--- src/rtl/spi_mcr_pkg.sv ---
package spi_mcr_pkg;
  // Field layout of the output-driver register
  localparam int DRV_LSB  = 5;
  localparam int DRV_W    = 3;
  localparam int TERM_BIT = 4;
  localparam int OFF_BIT  = 3;
  localparam int MODE_LSB = 0;
  localparam int MODE_W   = 3;
  // Synchronized serial inputs bundle
  typedef struct packed {
    logic cs_n;
    logic sclk;
    logic mosi;
  } spi_in_t;
endpackage

--- src/rtl/spi_mcr_sync.sv ---
module spi_mcr_sync #(
  parameter int          W       = 1,
  parameter int          STAGES  = 2,
  parameter logic [W-1:0] RST_VAL = '0
) (
  input  logic         clk,
  input  logic         rst_n,
  input  logic [W-1:0] d,
  output logic [W-1:0] q
);
  logic [W-1:0] stg [STAGES];

  for (genvar s = 0; s < STAGES; s++) begin : g_stage
    if (s == 0) begin : g_first
      always_ff @(posedge clk or negedge rst_n) begin
        if (!rst_n) stg[s] <= RST_VAL;
        else        stg[s] <= d;
      end
    end else begin : g_next
      always_ff @(posedge clk or negedge rst_n) begin
        if (!rst_n) stg[s] <= RST_VAL;
        else        stg[s] <= stg[s-1];
      end
    end
  end

  assign q = stg[STAGES-1];
endmodule

--- src/rtl/spi_mcr_frame.sv ---
module spi_mcr_frame #(
  parameter int ADDR_W = 7,
  parameter int DATA_W = 8
) (
  input  logic              clk,
  input  logic              rst_n,
  input  logic              cs_n_s,
  input  logic              sclk_s,
  input  logic              mosi_s,
  input  logic [DATA_W-1:0] rd_data,
  output logic              wr_en,
  output logic [ADDR_W-1:0] addr,
  output logic [DATA_W-1:0] wr_data,
  output logic              miso,
  output logic              miso_oe
);
  localparam int FRAME = 1 + ADDR_W + DATA_W;
  localparam int HDR   = 1 + ADDR_W;
  localparam int CNT_W = $clog2(FRAME + 1);
  localparam int BI_W  = $clog2(DATA_W);
  localparam logic [CNT_W-1:0] C_FRAME = CNT_W'(FRAME);
  localparam logic [CNT_W-1:0] C_HDR   = CNT_W'(HDR);
  localparam logic [CNT_W-1:0] C_LAST  = CNT_W'(FRAME - 1);

  logic              sclk_q;
  logic [CNT_W-1:0]  cnt_q, cnt_d;
  logic [HDR-1:0]    hdr_q, hdr_d;
  logic [DATA_W-2:0] dat_q, dat_d;
  logic              rise, active, rd_phase;
  logic [BI_W-1:0]   bit_pos;

  assign active = ~cs_n_s;
  assign rise   = sclk_s & ~sclk_q;

  // Next-state logic
  always_comb begin
    cnt_d = cnt_q;
    hdr_d = hdr_q;
    dat_d = dat_q;
    wr_en = 1'b0;
    if (!active) begin
      cnt_d = '0;
    end else if (rise && (cnt_q < C_FRAME)) begin
      cnt_d = cnt_q + 1'b1;
      if (cnt_q < C_HDR)       hdr_d = {hdr_q[HDR-2:0], mosi_s};
      else if (cnt_q < C_LAST) dat_d = {dat_q[DATA_W-3:0], mosi_s};
      if ((cnt_q == C_LAST) && !hdr_q[HDR-1]) wr_en = 1'b1;
    end
  end

  assign addr    = hdr_q[ADDR_W-1:0];
  assign wr_data = {dat_q, mosi_s};

  // Readback: data bits follow the header, MSB first
  assign rd_phase = active && hdr_q[HDR-1] && (cnt_q >= C_HDR) && (cnt_q < C_FRAME);
  assign bit_pos  = BI_W'(C_LAST - cnt_q);
  assign miso_oe  = rd_phase;
  assign miso     = rd_phase & rd_data[bit_pos];

  // State registers
  always_ff @(posedge clk or negedge rst_n) begin
    if (!rst_n) begin
      sclk_q <= 1'b0;
      cnt_q  <= '0;
      hdr_q  <= '0;
      dat_q  <= '0;
    end else begin
      sclk_q <= sclk_s;
      cnt_q  <= cnt_d;
      hdr_q  <= hdr_d;
      dat_q  <= dat_d;
    end
  end
endmodule

--- src/rtl/spi_mcr_bank.sv ---
module spi_mcr_bank #(
  parameter int NUM_REGS = 5,
  parameter int ADDR_W   = 7,
  parameter int DATA_W   = 8
) (
  input  logic                       clk,
  input  logic                       rst_n,
  input  logic                       wr_en,
  input  logic [ADDR_W-1:0]          addr,
  input  logic [DATA_W-1:0]          wr_data,
  output logic [DATA_W-1:0]          rd_data,
  output logic [NUM_REGS*DATA_W-1:0] regs_flat
);
  for (genvar i = 0; i < NUM_REGS; i++) begin : g_reg
    logic [DATA_W-1:0] q, d;
    logic              hit;

    assign hit = wr_en && (addr == ADDR_W'(i));

    always_comb begin
      d = q;
      if (hit) d = wr_data;
    end

    always_ff @(posedge clk or negedge rst_n) begin
      if (!rst_n) q <= '0;
      else        q <= d;
    end

    assign regs_flat[i*DATA_W +: DATA_W] = q;
  end

  // Read mux; unmatched addresses return zero
  always_comb begin
    rd_data = '0;
    for (int i = 0; i < NUM_REGS; i++) begin
      if (addr == ADDR_W'(i)) rd_data = regs_flat[i*DATA_W +: DATA_W];
    end
  end
endmodule

--- src/rtl/spi_mcr_port.sv ---
module spi_mcr_port
  import spi_mcr_pkg::*;
#(
  parameter int NUM_REGS    = 5,
  parameter int ADDR_W      = 7,
  parameter int DATA_W      = 8,
  parameter int SYNC_STAGES = 2,
  parameter int OUT_REG     = 2
) (
  input  logic                       clk,
  input  logic                       rst_n,
  input  logic                       spi_cs_n,
  input  logic                       spi_sclk,
  input  logic                       spi_mosi,
  output logic                       spi_miso,
  output logic                       spi_miso_oe,
  output logic [NUM_REGS*DATA_W-1:0] cfg_regs,
  output logic [DRV_W-1:0]           drv_strength,
  output logic                       term_en,
  output logic                       out_disable,
  output logic [MODE_W-1:0]          lane_mode
);
  localparam int OUT_BASE = OUT_REG * DATA_W;

  // Asynchronous assert, synchronous release
  logic [1:0] rst_pipe;
  logic       rst_core_n;
  always_ff @(posedge clk or negedge rst_n) begin
    if (!rst_n) rst_pipe <= '0;
    else        rst_pipe <= {rst_pipe[0], 1'b1};
  end
  assign rst_core_n = rst_pipe[1];

  spi_in_t             raw_in, syn_in;
  logic                cs_n_s, sclk_s, mosi_s;
  logic                wr_en;
  logic [ADDR_W-1:0]   wr_addr;
  logic [DATA_W-1:0]   wr_data, rd_data;
  logic [DATA_W-1:0]   out_reg;

  assign raw_in = '{cs_n: spi_cs_n, sclk: spi_sclk, mosi: spi_mosi};

  spi_mcr_sync #(.W(3), .STAGES(SYNC_STAGES), .RST_VAL(3'b100)) u_sync (
    .clk(clk), .rst_n(rst_core_n), .d(raw_in), .q(syn_in)
  );

  assign cs_n_s = syn_in.cs_n;
  assign sclk_s = syn_in.sclk;
  assign mosi_s = syn_in.mosi;

  spi_mcr_frame #(.ADDR_W(ADDR_W), .DATA_W(DATA_W)) u_frame (
    .clk(clk), .rst_n(rst_core_n),
    .cs_n_s(cs_n_s), .sclk_s(sclk_s), .mosi_s(mosi_s),
    .rd_data(rd_data),
    .wr_en(wr_en), .addr(wr_addr), .wr_data(wr_data),
    .miso(spi_miso), .miso_oe(spi_miso_oe)
  );

  spi_mcr_bank #(.NUM_REGS(NUM_REGS), .ADDR_W(ADDR_W), .DATA_W(DATA_W)) u_bank (
    .clk(clk), .rst_n(rst_core_n),
    .wr_en(wr_en), .addr(wr_addr), .wr_data(wr_data),
    .rd_data(rd_data), .regs_flat(cfg_regs)
  );

  // Field decode of the output-driver register
  assign out_reg      = cfg_regs[OUT_BASE +: DATA_W];
  assign drv_strength = out_reg[DRV_LSB +: DRV_W];
  assign term_en      = out_reg[TERM_BIT];
  assign out_disable  = out_reg[OFF_BIT];
  assign lane_mode    = out_reg[MODE_LSB +: MODE_W];
endmodule

--- config.mk ---
export PLATFORM = sky130hd
export DESIGN_NAME = spi_mcr_port
export DESIGN_NICKNAME = d
export VERILOG_FILES = /design/src/rtl/spi_mcr_pkg.sv /design/src/rtl/spi_mcr_sync.sv /design/src/rtl/spi_mcr_frame.sv /design/src/rtl/spi_mcr_bank.sv /design/src/rtl/spi_mcr_port.sv
export SDC_FILE = /design/constraint.sdc
export NUM_CORES = 1
export LEC_CHECK = 0
export BUFFER_PORTS_ARGS = -buffer_cell sky130_fd_sc_hd__buf_2
export CORE_ASPECT_RATIO = 1.1
export CORE_MARGIN = 1.5
export CORE_UTILIZATION = 48
export CTS_BUF_LIST = sky130_fd_sc_hd__clkbuf_4 sky130_fd_sc_hd__clkbuf_8
export DETAILED_ROUTE_END_ITERATION = 12
export PLACE_DENSITY = 0.69
export SYNTH_ARGS = -nofsm -noshare
export SYNTH_HDL_FRONTEND = slang
export SYNTH_SLANG_ARGS = --single-unit
export TNS_END_PERCENT = 100
--- constraint.sdc ---
create_clock -name clk -period 2 [get_ports clk]
set_input_delay 0.2 -clock clk [delete_from_list [all_inputs] [get_ports clk]]
set_output_delay 0.2 -clock clk [all_outputs]
set_load 0.005 [all_outputs]
Word level (Yosys, flattened, before mapping)
Cells that the tools add are included.
Operators by class
  bitwise gates (word level): 5
  add/subtract/negate cells: 2
  muxes and demuxes: 12
  reductions and logical operators: 15
  magnitude comparators: 5
  equality and inequality tests: 5
Operator list (number)
  $mux W8: 5
  $eq A7 B2 Y1 const B: 2
  $logic_and A1 B1 Y1: 10
  $lt A5 B4 Y1 const B: 2
  $mux W5: 2
  $eq A7 B1 Y1 const B: 1
  $eq A7 B3 Y1 const B: 1
  $logic_not A7 Y1: 1
  $add A5 B1 Y5 const B: 1
  $eq A5 B4 Y1 const B: 1
  $ge A5 B4 Y1 const B: 1
  $lt A5 B5 Y1 const B: 1
  $lt A3 B4 Y1 const B: 1
  $mux W1: 4
  $reduce_and A4 Y1: 1
  $bmux W1 S3: 1
  $not A1 Y1: 3
  $reduce_and A3 Y1: 1
  $sub A3 B3 Y3 const A: 1
  $and A1 B1 Y1: 2
  $reduce_bool A2 Y1: 1
  $logic_not A1 Y1: 1
Word-level totals
  input bits: 5
  output and inout port bits: 50
  flip-flop bits (word level): 69

Logic depth before layout (Yosys ltp)
Gate-level depths: netlist of run 1.
  depth in word-level cells: 9
  depth in mapped cells: 8
  mapped depth without buffers: 8

Cells and area by module
Synthesis of run 1 repeated with hierarchy kept, for this count alone.
Second synthesis, totals
  cells, all modules: 244
  area, all modules: 3334.4 um^2
Modules (own cells, without submodules)
  spi_mcr_bank: area an instance 1980.6 um^2, times used 1, sequential area each 1001.0 um^2, cells each 140
  spi_mcr_frame: area an instance 1064.8 um^2, times used 1, sequential area each 525.5 um^2, cells each 84
  spi_mcr_sync: area an instance 175.2 um^2, times used 1, sequential area each 152.6 um^2, cells each 9
  spi_mcr_port: area an instance 113.9 um^2, times used 1, sequential area each 50.0 um^2, cells each 11

Worst setup path before layout of run 1
Ideal clock, no wire load.
  path kind: reg2reg
  start: reg u_frame.cnt_q[1]
  end: reg u_bank.g_reg[0].q[0]
  data required time: 1.875 ns
  cell stages (with the launch flop): 8
  slack: -0.604 ns
  library setup time: 0.125 ns
  path buffers: 0
  arrival: 2.480 ns
  cells stage by stage: dfrtp_1 > ha_1 > and3_1 > ha_1 > or3b_2 > or4_4 > nor3_4 > mux2_2
On the way
  cells in the longest elaborated chain, start to end: 6
RTL lines
  start, declared: RTL line spi_mcr_frame.sv:26  | logic [CNT_W-1:0] cnt_q, cnt_d;
  start signal, assigned: RTL line spi_mcr_frame.sv:69  | cnt_q <= cnt_d;
  branches (longest 3 deep; another with $lt A5 B5 Y1)
  $mux W1 *: RTL line spi_mcr_frame.sv:43  | end else if (rise && (cnt_q < C_FRAME)) begin
  $mux W1 *: RTL line spi_mcr_frame.sv:41  | if (!active) begin
  $logic_and A1 B1 Y1 *: RTL line spi_mcr_bank.sv:18  | assign hit = wr_en && (addr == ADDR_W'(i));
  end signal, assigned: RTL line spi_mcr_bank.sv:26  | if (!rst_n) q <= '0;
  end signal, assigned: RTL line spi_mcr_bank.sv:27  | else q <= d;
  end, declared: RTL line spi_mcr_bank.sv:15  | logic [DATA_W-1:0] q, d;
Mark *: on every way between the ends.
A chain may end at the register's enable or synchronous reset.

Worst setup path in the final report of run 1
  start: reg u_frame.cnt_q[0]
  end: reg u_bank.g_reg[0].q[5]
Same word-level chain as after synthesis.

==> impl_metrics.toml, run 1 <==
[final_layout]
syn2layout_area_growth_pct = 33.3
post-route-cell-area_um2 = 4120
nets = 332
drive_gt1_share_pct = 65.2
final_cells = 410
final_util_pct = 66.5
diodes = 0

[timing]
finalSetupViolations = 41
fin_crit_ps = 2360
fmax_ghz = 0.423
period_share_pct = 118
hold_violations = 0
fin_skew_ps = 8.37
holdWs_ps = 163
setup_slack_ps = -363
slew_violations = 0
rsz0062_at_grt = "true"
fin_setup_tns_ps = -10180

[floorplanning]
die_w_um = 79.5
die_h_um = 87.2
num_io_pins = 55
die-area_um2 = 6930
fp.coreArea_um2 = 6190
row_count = 30
start_util_pct = 49.9

[placed_design]
dpl_cell_area_um2 = 3710
place_ws_ps = -426
hpwlAfterDp_mm = 4.66
placed_cells = 385
portBuffers = 54
gp_congestion = 0.793

[cts]
clock_latency_ps = 340
clk_pin_slew_ps = 70
clockRootBuffer = "clkbuf_8"
cts_tree = "built"
numClockSinks = 69
cts_made_buffers = 9
cts.htree.levels = 3
clk_path_buf_depth = 2

[setup_path]
critPathArrivalTime_ps = 2590
r2r-start = "u_frame.cnt_q[0]$_DFFE_PN0P_"
critPathCapture = "u_bank.g_reg[0].q[5]$_DFFE_PN0P_"
setup.worst_path.start = "u_frame.cnt_q[0]$_DFFE_PN0P_"
r2r_slack_ps = -360
r2r_end = "u_bank.g_reg[0].q[5]$_DFFE_PN0P_"
cp.required_ps = 2220
crit_type = "reg2reg"
worstSetupStartpointType = "register"
worstRegToRegCells = 8
critPathMaxFanout = 8
cp-end-kind = "register"

[run_status]
failed_checks = "negative setup slack"
status = "complete, but fails checks"

[synth]
synth_enable_flop_cells = 0
ys_top_cells_by_area = "dfrtp_1 (54%), mux2_2 (25%), buf_4 (1.9%)"
synthMostInstantiatedCell = "mux2_2"
syn_area_um2 = 3090
netlist_top_cells_count = "mux2_2 (69), dfrtp_1 (67), nand2_1 (14)"
syn_nets = 238
ys_types = 42
ys.flop_type = "dfrtp_1"
synth-seq-cells = 69
yosys.area.top_type = "dfrtp_1"
ys_seq_area_share_pct = 56.0
synth_area_per_cell_um2 = 13.4
yosysWarningCount = 0
synth_top_cell_area_share_pct = 54.3
ys_async_sr_fraction_pct = 100
synthCells = 231

[routing]
via_per_inst = 5.29
first_pass_iters = 4
drt_iter0_drc = 98
wl_mm = 6.92
routedWlPerCell_um = 16.9
vias = 2169
ant_nets = 0
drc_errors = 0

[grt]
antenna_found_initial = 0
grt_pass1_vias = 2265
grtUsageTotal_pct = 22.1
grt_pass1_wl_mm = 11.4
overflow = 0
grt_max_degree = 68

[power_and_ir_drop]
ir_drop_uv = 596
power_density_nw_per_um2 = 771
p_leak_nw = 2.08
finalPower_mw = 3.17

[hold_path]
hold_class = "in2async"

[flow_run]
maxCapViolCount = 0
layer usage:
layer | track usage, % | part of all wire [%] | routed length, um | up-vias
li1 | - | - | - | 1016
met1 | 29.8 | 46 | 3180 | 1088
met2 | 33.9 | 48 | 3290 | 50
met3 | 3.98 | 3.8 | 266 | 15
met4 | 11.5 | 2.6 | 179 | 0
met5 | 0 | 0 | 0 | -
cells in the final DEF (no fill, tap or decap), drive strengths merged, types with 2 or more instances in the layout:
master        n
nor2          7
clkbuf       11
clkinv        4
buf          95
nor4          2
nand2b        3
a22oi         6
nor3          3
or3b          3
dfrtp        67
ha            2
dlygate4sd3   4
or4           2
mux2         69
nand3         3
xnor2         2
a21oi         9
dfstp         2
nand2        15
o31ai         2
nor3b         2
cell type report:
type,instances,area (um^2)
clock buffers,11,139
clock inverters,5,27.5
fillers,467,2070
inverters,1,3.75
multi-input cells,145,1440
flip-flops and latches,69,1730
well taps,80,100
repair buffers,99,677
state kept, by name (all words and copies together), names as in the netlist:
signal and count:
u_sync.q 3, u_frame.dat_q 7, u_frame.hdr_q 8, rst_pipe 2
u_frame.sclk_q 1, u_bank.g.q 40, u_frame.cnt_q 5, u_sync.stg 3
cells by family after synthesis:
group	after synthesis	share of synthesized area [%]
muxes	70	25.5
DFF	69	56.0
and+or+nand+nor	47	9.11
AOI/OAI and AO/OA	22	4.62
buffers and inverters	17	3.08
xor gates and xnor gates	3	0.850
adders and majority gates	2	0.810
other	1	0.121
report_power, final:
| part | internal [mW] | total, mW | switching [mW] | leakage (nW) |
|---|---|---|---|---|
| combinational | 0.339 | 0.658 | 0.319 | 1.06 |
| sequential | 1.47 | 1.54 | 0.0710 | 0.928 |
| clock | 0.469 | 0.972 | 0.503 | 0.0897 |
worst min-delay path by stage:
| stage | endpoint | startpoint | cells past startpoint | slack (ps) |
|---|---|---|---|---|
| after global placement | rst_pipe[0]$_DFF_PN0_ | rst_n | 1 | -10 |
| after global routing | rst_pipe[0]$_DFF_PN0_ | rst_n | 2 | 160 |
| after detailed placement | rst_pipe[0]$_DFF_PN0_ | rst_n | 1 | -10 |
| after CTS | rst_pipe[1]$_DFF_PN0_ | rst_n | 2 | 150 |
| after floorplan | rst_pipe[0]$_DFF_PN0_ | rst_n | 0 | -100 |
| final | rst_pipe[1]$_DFF_PN0_ | rst_n | 2 | 160 |
repair_timing:
action,4_1_cts,5_1_grt
resized for setup,24,17
endpoints found under the hold margin,5,0
hold buffers,4,0
buffers inserted,4,1
endpoints found under the setup margin,41,49
pin swaps,8,13
worst max-delay path: stages, from the launching register on:
cell     delay, ps
dfrtp_1        350
ha_2           170
and3_1         150
ha_1           130
or3b_4         370
or4_4          450
nor3_4         160
buf_12         160
mux2_4         300
(Power assumes the default switching activity.)
==> run 2, diff against run 1 <==
--- a/config.mk
+++ b/config.mk
@@ -9,8 +9,8 @@
 export CORE_ASPECT_RATIO = 1.1
 export CORE_MARGIN = 1.5
-export CORE_UTILIZATION = 48
+export CORE_UTILIZATION = 52
 export CTS_BUF_LIST = sky130_fd_sc_hd__clkbuf_4 sky130_fd_sc_hd__clkbuf_8
 export DETAILED_ROUTE_END_ITERATION = 12
-export PLACE_DENSITY = 0.69
+export PLACE_DENSITY = 0.74
 export SYNTH_ARGS = -nofsm -noshare
 export SYNTH_HDL_FRONTEND = slang
==> constraint.sdc (replaced) <==
create_clock -name clk -period 2 [get_ports clk]
set_input_delay 0.2 -clock clk [delete_from_list [all_inputs] [get_ports clk]]
set_output_delay 0.2 -clock clk [all_outputs]
set_load 0.02 [all_outputs]
==> impl_metrics.toml, run 2 (same netlist as run 1, synthesis figures left out) <==
[power_and_ir_drop]
finalPower_mw = 3.36
ir_drop_uv = 612
power_density_nw_per_um2 = 805
p_leak_nw = 2.09

[routing]
first_pass_iters = 4
vias = 2211
ant_nets = 0
wl_mm = 7.23
drc_errors = 0
via_per_inst = 5.43
routedWlPerCell_um = 17.8
drt_iter0_drc = 131

[hold_path]
hold_class = "in2async"

[placed_design]
dpl_cell_area_um2 = 3730
gp_congestion = 0.811
hpwlAfterDp_mm = 4.82
portBuffers = 54

[setup_path]
cp-end-kind = "register"
cpPeakStageDelay_ps = 450
critPathMaxFanout = 8
r2r_end = "u_bank.g_reg[0].q[6]$_DFFE_PN0P_"
path_cells = "ha_2 -> and3_1 -> ha_1 -> or3b_4 -> or4_4 -> nor3_4 -> buf_12 -> mux2_4"
worstSetupStartpointType = "register"
cp.required_ps = 2230
setup.worst_path.start = "u_frame.cnt_q[1]$_DFFE_PN0P_"
r2r_slack_ps = -470
critPathSlowestCell = "or4_4"
worstRegToRegCells = 8
crit_type = "reg2reg"
critPathArrivalTime_ps = 2700
r2r-start = "u_frame.cnt_q[1]$_DFFE_PN0P_"

[timing]
fin_skew_ps = 10.2
worst_pin_slew_ps = 597
rsz0062_at_grt = "true"
period_share_pct = 123
slew_violations = 0
slew_headroom_pct = 60.2
fin_crit_ps = 2470
setup_slack_ps = -470
hold_violations = 0
finalSetupViolations = 41
fmax_ghz = 0.405

[run_status]
failed_checks = "negative setup slack"
status = "complete, but fails checks"

[grt]
grtUsageTotal_pct = 23.4
grt_pass1_wl_mm = 11.3
grtUsageMet1_pct = 30.6
grtUsageMet2_pct = 35.4
met3_usage_pct = 4.59
grt_max_degree = 43
grt_pass1_vias = 2201
grt.busiest_layer = "met2"
antenna_found_initial = 0
overflow = 0

[floorplanning]
die_h_um = 83.9
die-area_um2 = 6420
fp.coreArea_um2 = 5770
start_util_pct = 53.6
die_w_um = 76.5
row_count = 29
num_io_pins = 55

[cts]
clk_pin_slew_ps = 70
numClockSinks = 69
cts.htree.levels = 3
clockRootBuffer = "clkbuf_8"
clk_path_buf_depth = 2
cts_tree = "built"
clock_latency_ps = 350
cts_made_buffers = 9

[final_layout]
post-route-cell-area_um2 = 4170
top_register = "u_bank.g.q"
syn2layout_area_growth_pct = 34.9
final_cell_mix = "dfrtp_1 (64), mux2_2 (60), buf_2 (53)"
largest_register_ffs = 40
final_common_cell = "dfrtp_1"
drive_gt1_share_pct = 65.2
fillers = 413
diodes = 0
multi_input_area_um2 = 1450
nets = 332
seq_area_um2 = 1730
reg.largest.list = "u_bank.g.q x40, u_frame.hdr_q x8, u_frame.dat_q x7"

[flow_run]
maxCapViolCount = 0
run 2: worst max path at each step:
stage | slack (ps) | end | cells after the start
final | -470 | u_bank.g_reg[0].q[6]$_DFFE_PN0P_ | 8
after global routing | -540 | u_bank.g_reg[0].q[6]$_DFFE_PN0P_ | 8
after CTS | -420 | u_bank.g_reg[0].q[6]$_DFFE_PN0P_ | 8
after detailed placement | -420 | u_bank.g_reg[0].q[0]$_DFFE_PN0P_ | 8
after global placement | -370 | u_bank.g_reg[0].q[3]$_DFFE_PN0P_ | 8
after floorplan | -590 | u_bank.g_reg[0].q[0]$_DFFE_PN0P_ | 7
run 2: repair_timing:
| item | CTS | global route |
|---|---|---|
| pin swaps | 4 | 9 |
| resized for setup | 14 | 25 |
| setup endpoints to repair | 38 | 49 |
| hold endpoints to repair | 5 | 0 |
| buffers inserted | 2 | 3 |
| hold buffers | 4 | 0 |
run 2: worst max-delay path, delay by kind of cell (launching register included):
kind	cells	cell delay, ps
and+or+nand+nor	4	1210
muxes	1	300
adders and majority gates	2	310
DFF	1	370
buffers and inverters	1	170
run 2: report_power, final:
| part | switching, mW | internal, mW | leakage, nW |
|---|---|---|---|
| combinational | 0.332 | 0.356 | 1.07 |
| sequential | 0.0923 | 1.48 | 0.925 |
| clock | 0.514 | 0.587 | 0.0957 |
| total | 0.939 | 2.42 | 2.09 |
run 2: cell type report:
type,instances,area share (%)
Sequential cell,69,41.6
Clock buffer,10,3.15
Timing Repair Buffer,99,16.7
Multi-Input combinational cell,145,34.7
Clock inverter,6,1.53
Tap cell,77,2.31
Inverter,1,0.0900
run 2: layer usage:
layer / routed length, um / up-vias
met3: 276 / 14
met2: 3570 / 59
li1: - / 1022
met4: 195 / 0
met5: 0 / -
met1: 3190 / 1116
run 2: through the flow:
step / hold slack, ps / setup TNS (ps) / setup WS [ps] / utilization [%] / std cells
final: 169 / -11890 / -470 / 72.3 / 407
after global routing: 169 / -15440 / -536 / 72.3 / 407
after CTS: 152 / -10450 / -418 / 70.0 / 404
after detailed placement: -13.6 / -10900 / -423 / 64.6 / 382
after global placement: -15.1 / -9500 / -372 / 64.6 / 382
after floorplan: -95.6 / -12220 / -589 / - / 231
